<file path="src/rtl/dsym_pkg.sv">
package dsym_pkg;
  typedef enum logic [1:0] {
    DL_NONE = 2'b00,
    DL_EOF  = 2'b01,
    DL_EOP  = 2'b10,
    DL_RSVD = 2'b11
  } delim_e;

  typedef enum logic [1:0] {
    ST_IDLE,
    ST_SEND,
    ST_CRC,
    ST_HAND
  } state_e;
endpackage

</file>
<file path="src/rtl/dsym_crc.sv">
module dsym_crc #(
  parameter int           W    = 16,
  parameter logic [W-1:0] POLY = 16'h1021,
  parameter logic [W-1:0] INIT = 16'hFFFF
) (
  input  logic clk,
  input  logic rst_n,
  input  logic preset,
  input  logic feed_en,
  input  logic feed_bit,
  input  logic shift_en,
  output logic msb_o
);
  logic [W-1:0] crc_q, crc_n;
  logic         fb;

  always_comb begin
    fb    = crc_q[W-1] ^ feed_bit;
    crc_n = crc_q;
    if (preset)        crc_n = INIT;
    else if (feed_en)  crc_n = {crc_q[W-2:0], 1'b0} ^ (fb ? POLY : '0);
    else if (shift_en) crc_n = {crc_q[W-2:0], 1'b0};
  end

  always_ff @(posedge clk or negedge rst_n) begin
    if (!rst_n) crc_q <= INIT;
    else        crc_q <= crc_n;
  end

  assign msb_o = crc_q[W-1];


  crc_preset_chk: assert property (@(posedge clk) disable iff (!rst_n)
    preset |=> (crc_q == INIT));
endmodule

</file>
<file path="src/rtl/dsym_hold.sv">
module dsym_hold import dsym_pkg::*; #(
  parameter int BYTE_W = 8,
  parameter int NB_W   = 4
) (
  input  logic              clk,
  input  logic              rst_n,
  input  logic              flush,
  input  logic              load_en,
  input  logic [BYTE_W-1:0] load_byte,
  input  logic              load_lzs,
  input  delim_e            load_delim,
  input  logic              take,
  output logic              full_o,
  output logic              fire_o,
  output logic [BYTE_W-1:0] byte_o,
  output logic [NB_W-1:0]   nbits_o,
  output delim_e            delim_o
);
  logic              full_q;
  logic [BYTE_W-1:0] byte_q;
  logic [NB_W-1:0]   nbits_q;
  delim_e            delim_q;

  function automatic logic [NB_W-1:0] live_bits(logic [BYTE_W-1:0] b, logic lzs);
    int c;
    c = lzs ? 0 : BYTE_W;
    if (lzs) begin
      for (int i = 0; i < BYTE_W; i++) if (b[i]) c = i + 1;
    end
    return NB_W'(c);
  endfunction

  assign fire_o = load_en && !full_q && !flush;

  always_ff @(posedge clk or negedge rst_n) begin
    if (!rst_n) begin
      full_q  <= 1'b0;
      byte_q  <= '0;
      nbits_q <= '0;
      delim_q <= DL_NONE;
    end else if (flush) begin
      full_q <= 1'b0;
    end else if (fire_o) begin
      full_q  <= 1'b1;
      byte_q  <= load_byte;
      nbits_q <= live_bits(load_byte, load_lzs);
      delim_q <= (load_delim == DL_RSVD) ? DL_NONE : load_delim;
    end else if (take) begin
      full_q <= 1'b0;
    end
  end

  assign full_o  = full_q;
  assign byte_o  = byte_q;
  assign nbits_o = nbits_q;
  assign delim_o = delim_q;


  hold_kept_chk: assert property (@(posedge clk) disable iff (!rst_n)
    (full_q && !take && !flush) |=> full_q);
endmodule

</file>
<file path="src/rtl/dsym_tx_seq.sv">
module dsym_tx_seq import dsym_pkg::*; #(
  parameter int                BYTE_W   = 8,
  parameter int                CRC_W    = 16,
  parameter logic [CRC_W-1:0]  CRC_POLY = 16'h1021,
  parameter logic [CRC_W-1:0]  CRC_INIT = 16'hFFFF,
  parameter int                EOF_UST  = 3,
  parameter int                EOP_UST  = 4
) (
  input  logic              clk,
  input  logic              rst_n,
  input  logic              sym_tick,
  input  logic              req_tx,
  input  logic              req_lzs,
  input  logic [1:0]        req_delim,
  input  logic              byte_ready,
  input  logic [BYTE_W-1:0] tx_byte,
  output logic              host_irq,
  output logic              line_out,
  output logic              crc_done
);
  localparam int CNT_W = $clog2(EOP_UST);
  localparam int NB_W  = $clog2(BYTE_W + 1);
  localparam int CL_W  = $clog2(CRC_W + 1);

  state_e            st_q, st_n;
  logic              line_q, line_n, eop_q, eop_n, done_q, done_n, irq_q, irq_n;
  logic [CNT_W-1:0]  cnt_q, cnt_n;
  logic [BYTE_W-1:0] sh_q, sh_n, eff_sh;
  logic [NB_W-1:0]   n_q, n_n, eff_n;
  delim_e            dl_q, dl_n, eff_dl;
  logic [CL_W-1:0]   crcl_q, crcl_n;

  logic              crc_preset, crc_feed, crc_shift, crc_msb;
  logic              hold_full, hold_fire, hold_take, flush, take_hold, load_en;
  logic [BYTE_W-1:0] hold_byte;
  logic [NB_W-1:0]   hold_n;
  delim_e            hold_dl;

  assign load_en = (st_q == ST_SEND) && req_tx && byte_ready;

  dsym_hold #(.BYTE_W(BYTE_W), .NB_W(NB_W)) hold_i (
    .clk(clk), .rst_n(rst_n), .flush(flush), .load_en(load_en),
    .load_byte(tx_byte), .load_lzs(req_lzs), .load_delim(delim_e'(req_delim)),
    .take(hold_take), .full_o(hold_full), .fire_o(hold_fire),
    .byte_o(hold_byte), .nbits_o(hold_n), .delim_o(hold_dl)
  );

  dsym_crc #(.W(CRC_W), .POLY(CRC_POLY), .INIT(CRC_INIT)) crc_i (
    .clk(clk), .rst_n(rst_n), .preset(crc_preset), .feed_en(crc_feed),
    .feed_bit(eff_sh[0]), .shift_en(crc_shift), .msb_o(crc_msb)
  );

  // Current byte exhausted: the held byte takes over at the same boundary.
  assign take_hold = hold_full && (n_q == '0) && (dl_q == DL_NONE);
  assign eff_sh    = take_hold ? hold_byte : sh_q;
  assign eff_n     = take_hold ? hold_n    : n_q;
  assign eff_dl    = take_hold ? hold_dl   : dl_q;

  always_comb begin
    st_n = st_q;  line_n = line_q;  cnt_n = cnt_q;  sh_n = sh_q;
    n_n = n_q;  dl_n = dl_q;  eop_n = eop_q;  crcl_n = crcl_q;
    done_n = 1'b0;  crc_preset = 1'b0;  crc_feed = 1'b0;  crc_shift = 1'b0;
    hold_take = 1'b0;  flush = 1'b0;
    case (st_q)
      ST_IDLE: begin
        line_n = 1'b0;
        if (req_tx) begin
          st_n = ST_SEND;  crc_preset = 1'b1;
          cnt_n = '0;  n_n = '0;  dl_n = DL_NONE;
        end
      end
      ST_SEND: begin
        if (sym_tick) begin
          if (cnt_q != '0) begin
            cnt_n = cnt_q - CNT_W'(1);
          end else begin
            hold_take = take_hold;
            if (eff_n != '0) begin
              line_n   = ~line_q;
              cnt_n    = eff_sh[0] ? CNT_W'(0) : CNT_W'(1);
              crc_feed = 1'b1;
              sh_n     = eff_sh >> 1;
              n_n      = eff_n - NB_W'(1);
              dl_n     = eff_dl;
            end else if (eff_dl != DL_NONE) begin
              line_n = ~line_q;
              n_n    = '0;
              dl_n   = DL_NONE;
              if (eff_dl == DL_EOP) begin
                cnt_n  = CNT_W'(EOP_UST - 1);
                eop_n  = ~line_q;
                crcl_n = CL_W'(CRC_W);
                st_n   = ST_CRC;
              end else begin
                cnt_n = CNT_W'(EOF_UST - 1);
              end
            end else begin
              n_n  = '0;
              dl_n = DL_NONE;
            end
          end
        end
      end
      ST_CRC: begin
        if (sym_tick) begin
          if (cnt_q != '0) begin
            cnt_n = cnt_q - CNT_W'(1);
          end else if (crcl_q != '0) begin
            line_n    = crc_msb ? eop_q : ~eop_q;
            crc_shift = 1'b1;
            crcl_n    = crcl_q - CL_W'(1);
          end else begin
            done_n = 1'b1;
            st_n   = ST_HAND;
          end
        end
      end
      default: ;
    endcase
    if (st_q != ST_IDLE && !req_tx) begin
      st_n = ST_IDLE;  line_n = 1'b0;  flush = 1'b1;  done_n = 1'b0;
      crc_feed = 1'b0;  crc_shift = 1'b0;  hold_take = 1'b0;
    end
    irq_n = hold_fire | done_n;
  end

  always_ff @(posedge clk or negedge rst_n) begin
    if (!rst_n) begin
      st_q <= ST_IDLE;  line_q <= 1'b0;  cnt_q <= '0;  sh_q <= '0;
      n_q <= '0;  dl_q <= DL_NONE;  eop_q <= 1'b0;  crcl_q <= '0;
      done_q <= 1'b0;  irq_q <= 1'b0;
    end else begin
      st_q <= st_n;  line_q <= line_n;  cnt_q <= cnt_n;  sh_q <= sh_n;
      n_q <= n_n;  dl_q <= dl_n;  eop_q <= eop_n;  crcl_q <= crcl_n;
      done_q <= done_n;  irq_q <= irq_n;
    end
  end

  assign line_out = line_q;
  assign crc_done = done_q;
  assign host_irq = irq_q;


  idle_line_low_chk: assert property (@(posedge clk) disable iff (!rst_n)
    (st_q == ST_IDLE) |-> !line_out);

  done_pulse_chk: assert property (@(posedge clk) disable iff (!rst_n)
    crc_done |=> !crc_done);

  done_irq_chk: assert property (@(posedge clk) disable iff (!rst_n)
    crc_done |-> host_irq);

  abort_idle_chk: assert property (@(posedge clk) disable iff (!rst_n)
    (st_q != ST_IDLE && !req_tx) |=> (!line_out && st_q == ST_IDLE));

  line_on_tick_chk: assert property (@(posedge clk) disable iff (!rst_n)
    (!sym_tick && req_tx) |=> $stable(line_out));
endmodule

</file>
<file path="config.mk">
export PLATFORM = sky130hd
export DESIGN_NAME = dsym_tx_seq
export DESIGN_NICKNAME = d
export VERILOG_FILES = /design/src/rtl/dsym_pkg.sv /design/src/rtl/dsym_crc.sv /design/src/rtl/dsym_hold.sv /design/src/rtl/dsym_tx_seq.sv
export SDC_FILE = /design/constraint.sdc
export NUM_CORES = 1
export LEC_CHECK = 0
export ABC_CLOCK_PERIOD_IN_PS = 2950
export BUFFER_PORTS_ARGS = -buffer_cell sky130_fd_sc_hd__buf_2
export CAP_MARGIN = 40
export CELL_PAD_IN_SITES_DETAIL_PLACEMENT = 2
export CELL_PAD_IN_SITES_GLOBAL_PLACEMENT = 2
export CORE_MARGIN = 1.5
export CORE_UTILIZATION = 35
export CTS_CLUSTER_SIZE = 28
export DETAILED_ROUTE_END_ITERATION = 8
export GPL_ROUTABILITY_DRIVEN = 0
export GPL_TIMING_DRIVEN = 1
export PLACE_DENSITY = 0.82
export SKIP_LAST_GASP = 1
export SYNTH_ARGS = -nofsm -noshare
export SYNTH_HDL_FRONTEND = slang
export SYNTH_HIERARCHICAL = 1
export SYNTH_SLANG_ARGS = --single-unit
</file>
<file path="constraint.sdc">
create_clock -name clk -period 2.95 [get_ports clk]
set_input_delay 0.295 -clock clk [delete_from_list [all_inputs] [get_ports clk]]
set_output_delay 0.295 -clock clk [all_outputs]
set_load 0.01 [all_outputs]
</file>
=== Word level (Yosys, flattened, before mapping) ===
Cells that the tools add are included.

* Register bits: 57
* Bits of input ports: 16
* Output and inout port bits: 3
* Logic and storage cells: 176

* Add/subtract/negate cells: 3
* Equal/unequal tests: 26
* Multiplexer cells: 92
* Bitwise logic cells: 8
* Reduce and logical (&&, ||, !) cells: 32

{| class="wikitable"
|+ Operator list
! operator !! count
|-
| 4-bit two-way mux || 15
|-
| 16-bit two-way mux || 3
|-
| 2-bit two-way mux || 22
|-
| 5-bit two-way mux || 8
|-
| 1-bit two-way mux || 36
|-
| 2-bit inequality test, second input constant || 8
|-
| 16-bit bitwise XOR || 1
|-
| 3-bit inequality test, second input constant || 5
|-
| 13-bit two-way mux || 1
|-
| 2-bit case mux with 3 select lines || 2
|-
| 6-bit AND reduction || 2
|-
| 5-bit case mux with 2 select lines || 1
|-
| 10-bit AND reduction || 1
|-
| 2-bit nonzero test || 5
|-
| 3-bit by 2-bit inequality test with 1-bit output, second input constant || 3
|-
| 9-bit AND reduction || 1
|-
| 3-bit nonzero test || 3
|-
| 8-bit two-way mux || 1
|-
| 4-bit by 1-bit inequality test with 1-bit output, second input constant || 2
|-
| 4-bit case mux with 2 select lines || 1
|-
| 4-bit AND reduction || 2
|-
| 4-bit nonzero test || 2
|-
| 1-bit logical AND || 7
|-
| 7-bit AND reduction || 1
|-
| other kinds (17) || 28
|}

=== Logic depth before layout (Yosys ltp) ===
* Word-level depth: 12
* Depth in mapped cells: 18
* Mapped depth without buffers: 11

=== Modules after synthesis ===
The synthesis kept the hierarchy.

{| class="wikitable"
|+ By module, submodules not included
! module !! instances !! cells each !! area an instance (sq um) !! sequential area each (sq um)
|-
| dsym_tx_seq || 1 || 207 || 1809.2 || 650.6
|-
| dsym_crc || 1 || 77 || 834.6 || 420.4
|-
| dsym_hold || 1 || 69 || 650.6 || 375.4
|}

=== Worst setup path after synthesis ===
No wires, ideal clock.

* Kind: flip-flop to flip-flop
* From: register dl_q[0]
* To: register crc_i.crc_q[1]
* Setup time: 0.078 ns
* Data arrival time: 3.178 ns
* Data required time: 2.872 ns
* Slack: -0.306 ns
* Cell stages (with the launch flop): 19
* Path buffers: 7
* Clock period less this slack: 3.256 ns
* Cells stage by stage: dfrtp_1 > buf_2 > nor4_2 > and2_1 > buf_2 > a21oi_1 > ha_1 > or3b_1 > buf_6 > a31o_2 > nand2_1 > buf_2 > nor2_1 > buf_6 > or3_1 > buf_6 > buf_12 > nor2_2 > a21oi_2

* Cells in the longest elaborated chain, start to end: 11
* Elaborated cells on any way between the ends: 12
* Those cells by class: 8 x mux; 4 x reduce/logical

{| class="wikitable"
|+ RTL lines
! what !! RTL line !! text
|-
| from (decl) || dsym_tx_seq.sv:30 || <nowiki>delim_e dl_q, dl_n, eff_dl;</nowiki>
|-
| from (signal assigned) || dsym_tx_seq.sv:134 || <nowiki>n_q <= n_n; dl_q <= dl_n; eop_q <= eop_n; crcl_q <= crcl_n;</nowiki>
|-
| 2-bit zero test * || dsym_tx_seq.sv:54 || <nowiki>assign take_hold = hold_full && (n_q == '0) && (dl_q == DL_NONE);</nowiki>
|-
| 1-bit logical AND * || dsym_tx_seq.sv:54 ||
|-
| 4-bit two-way mux * || dsym_tx_seq.sv:56 || <nowiki>assign eff_n = take_hold ? hold_n : n_q;</nowiki>
|-
| 4-bit nonzero test * || dsym_tx_seq.sv:78 || <nowiki>if (eff_n != '0) begin</nowiki>
|-
| 1-bit two-way mux * || dsym_tx_seq.sv:78 ||
|-
| 1-bit two-way mux * || dsym_tx_seq.sv:74 || <nowiki>if (cnt_q != '0) begin</nowiki>
|-
| 1-bit two-way mux * || dsym_tx_seq.sv:73 || <nowiki>if (sym_tick) begin</nowiki>
|-
| 1-bit two-way mux * || dsym_tx_seq.sv:64 || <nowiki>case (st_q)</nowiki>
|-
| 1-bit two-way mux * || dsym_tx_seq.sv:120 || <nowiki>if (st_q != ST_IDLE && !req_tx) begin</nowiki>
|-
| net crc_feed || dsym_tx_seq.sv:33 || <nowiki>logic crc_preset, crc_feed, crc_shift, crc_msb;</nowiki>
|-
| 16-bit two-way mux || dsym_crc.sv:21 || <nowiki>else if (feed_en) crc_n = {crc_q[W-2:0], 1'b0} ^ (fb ? POLY : '0);</nowiki>
|-
| 16-bit two-way mux || dsym_crc.sv:20 || <nowiki>if (preset) crc_n = INIT;</nowiki>
|-
| to (signal assigned) || dsym_crc.sv:27 || <nowiki>else crc_q <= crc_n;</nowiki>
|-
| to (decl) || dsym_crc.sv:14 || <nowiki>logic [W-1:0] crc_q, crc_n;</nowiki>
|}

The timed path passes the listed nets; every way through them passes the cells marked *.
A chain may end at the register's enable or synchronous reset.

=== Worst setup path after layout ===
* From: register hold_i.full_q, in the netlist hold_i/full_o
* To: register crc_i.crc_q[11]

* Cells in the longest elaborated chain, start to end: 11
* Elaborated cells on any way between the ends: 12
* Those cells by class: 8 x mux; 4 x reduce/logical

{| class="wikitable"
|+ RTL lines
! what !! RTL line !! text
|-
| from (decl) || dsym_hold.sv:19 || <nowiki>logic full_q;</nowiki>
|-
| from (signal assigned) || dsym_hold.sv:37 || <nowiki>full_q <= 1'b0;</nowiki>
|-
| from (signal assigned) || dsym_hold.sv:42 || <nowiki>full_q <= 1'b0;</nowiki>
|-
| from (signal assigned) || dsym_hold.sv:44 || <nowiki>full_q <= 1'b1;</nowiki>
|-
| 1-bit logical AND * (2 in series) || dsym_tx_seq.sv:54 ||
|-
| 4-bit two-way mux * || dsym_tx_seq.sv:56 ||
|-
| 4-bit nonzero test * || dsym_tx_seq.sv:78 ||
|-
| 1-bit two-way mux * || dsym_tx_seq.sv:78 ||
|-
| 1-bit two-way mux * || dsym_tx_seq.sv:74 ||
|-
| 1-bit two-way mux * || dsym_tx_seq.sv:73 ||
|-
| 1-bit two-way mux * || dsym_tx_seq.sv:64 ||
|-
| 1-bit two-way mux * || dsym_tx_seq.sv:120 ||
|-
| net crc_feed || dsym_tx_seq.sv:33 ||
|-
| 16-bit two-way mux || dsym_crc.sv:21 ||
|-
| 16-bit two-way mux || dsym_crc.sv:20 ||
|}

Marked as above.

==> reports/results.ini <==
[finish]
final_core_util_pct = 42.1
final_cell_mix = nand2_1, nor2_1, dfrtp_1
fin_cells = 502
post-route-cell-area_sq_um = 3870
final_common_cell = nand2_1
final_nets = 411
drive_gt1_share_pct = 28.1
area_growth_syn_to_layout_pct = 17.6
antenna_cells = 0

[worst_setup_path]
critical_path.max_fanout = 26
reg2reg_depth = 12
reg2reg_from = hold_i/full_o
critPathRequiredTime_ns = 3.22
arrival_ns = 3.06
startpoint_type = flip-flop
worstReg2RegEnd = crc_i/crc_q[11]
r2r_slack_ns = 0.16
path_class = flip-flop to flip-flop
cp-end-kind = flip-flop

[drt]
num_vias = 2765
drtIter0Drc = 57
wl_per_cell_um = 18.8
vias_per_cell = 5.51
drc_errors = 0
routed_wl_um = 9450
antenna_left = 0
drt_pass1_iterations = 4

[synth]
syn_avg_cell_area_sq_um = 9.33
yosys_warnings = 6
synth_nets = 378
ys_seq_area_share_pct = 43.9
synth-seq-cells = 57
synth_ff_type = dfrtp_1
synthTopCellsByArea = dfrtp_1, dfstp_2, nand2_1
netlist_instances = 353
async_flop_share_pct = 100
synth_cell_types = 68
synth_edf_count = 0
synth_top_area_share_pct = 31.1
synth_top_area_cell = dfrtp_1
syn_area_sq_um = 3290

[grt]
grt_pass1_vias = 3175
grt_usage_pct = 20.8
grt_pass1_wl_um = 16000
grt_max_degree = 45
gr-max-usage-layer = met2
grtUsageMet2_pct = 37.0
grt-ovfl-total = 0
antenna_found_initial = 0
met1_usage_pct = 24.9
use_met3_pct = 3.83

[pwr]
power.density_nw_per_um2 = 1140
vdd_drop_max_mv = 0.349
power.total_uw = 4420
p_leak_uw = 0.00173

[clocking]
tritoncts = done
cts_resized = 0
numClockSinks = 57
h-tree-depth = 3
numCtsBuffers = 9
cts_buffer_depth = 2
worstSkewPairLatency_ns = 0.35
path_clk_slew_ns = 0.08
root_buffer = clkbuf_8

[die]
die_y_um = 100
design.die.area_sq_um = 10000
initial_core_util_pct = 35.8
die_w_um = 100
core_area_sq_um = 9200
io_pins = 19
row_count = 35

[timing]
fin_ws_ns = 0.159
worstMarginPinSlew_ns = 0.718
hold_viol = 0
rsz0062_at_grt = false
finalClockSkew_ns = 0.00959
setup_viol = 0
layout_min_cycle_time_ns = 2.79
maxSlewViolCount = 0
relSlewSlack_pct = 51.6
max_freq_mhz = 358
fin_crit_sh_pct = 94.6

[placement]
dp_slack_ns = 0.186
dp.cells = 483
place_hpwl_um = 6700
io_buffers = 18
dpl-instance-area_sq_um = 3610

[worst_hold_path]
hold_depth = 3
hold_class = input port to flip-flop
hold_end = hold_i/byte_o[7]
holdCritStartpoint = tx_byte[7]

[job]
drv_cap = 0

[status]
status = finished, final reports clean

[repair_timing]
action | 4_1_cts | 5_1_grt
setup endpoints to repair | 0 | 2
hold buffers | 1 | 0
endpoints found under the hold margin | 13 | 0
setup buffers | 0 | 2
[synth_stat cells, types with 4 or more instances]
library cell	count
nand2_1	50
nor2_1	44
dfrtp_1	41
dfstp_2	16
o21ai_0	16
a21oi_1	14
inv_1	14
a21oi_2	13
ha_1	9
mux2i_1	7
nor3_1	7
buf_2	6
nor2_2	6
buf_6	5
nand3_1	5
a221o_1	4
a22o_1	4
a31oi_1	4
nand2b_1	4
nand3b_1	4
or3_1	4
[power breakdown]
group	internal, uW	switching [uW]
Sequential	1150	296
Combinational	895	1220
Clock	501	360
[critical path, stage by stage (launching register included)]
cell and delay, ns:
dfrtp_1 0.41, nor3b_1 0.16, and2_1 0.23, a21oi_4 0.18
ha_2 0.17, or3b_1 0.38, a31o_4 0.25, nand2_4 0.06
nor2_2 0.04, or3_1 0.41, buf_12 0.20, nor2_1 0.16
a21oi_2 0.05
[registers in the layout, summed over array words and instances (netlist names)]
signal and flops:
crc_done 1, st_q 2, dl_q 2, line_out 1, hold_i/nbits_o 4, n_q 4, hold_i/full_o 1, host_irq 1
crc_i/crc_q 16, sh_q 7, eop_q 1, crcl_q 5, cnt_q 2, hold_i/byte_o 8, hold_i/delim_o 2
[metal layers]
layer  up-vias  share of wire [%]
met4         0                1.3
li1       1312                  -
met3        10                1.9
met1      1412                 44
met5         -                  0
met2        31                 52
[cells by family (layout without fill, tap and decap cells)]
logic type	after synthesis	count (layout)	synth area share, %
muxes	10	10	3.15
adders and majority gates	9	9	3.42
AOI/OAI and AO/OA	88	88	19.4
DFF	57	57	43.9
xor gates and xnor gates	3	3	0.798
and+or+nand+nor	154	154	23.4
buffers and inverters	32	70	5.89
[how the worst max path moves through the flow]
stage | startpoint | slack, ns | end | cells past startpoint
final | hold_i/full_o | 0.16 | crc_i/crc_q[11] | 12
after global placement | hold_i/full_o | 0.30 | crc_i/crc_q[9] | 12
after detailed placement | hold_i/full_o | 0.19 | crcl_q[0] | 9
after floorplan | dl_q[0] | -0.03 | crc_i/crc_q[4] | 18
after CTS | hold_i/full_o | 0.15 | crc_i/crc_q[11] | 12
after global routing | hold_i/full_o | 0.01 | crc_i/crc_q[11] | 12
[final cells by class]
type | instances | area [sq um]
Sequential cell | 57 | 1450
Multi-Input combinational cell | 264 | 1730
Clock buffer | 10 | 138
Timing Repair Buffer | 38 | 268
Fill cell | 1022 | 5320
Clock inverter | 6 | 90.1
Tap cell | 111 | 139
Inverter | 16 | 61.3
[stage by stage]
stage | setup TNS, ns | hold slack (ns)
2_1_floorplan | -0.294 | -0.000591
3_3_place_gp | 0 | 0.225
3_5_place_dp | 0 | 0.231
4_1_cts | 0 | 0.156
5_1_grt | 0 | 0.170
6_report | 0 | 0.168
(Power assumes the default switching activity.)
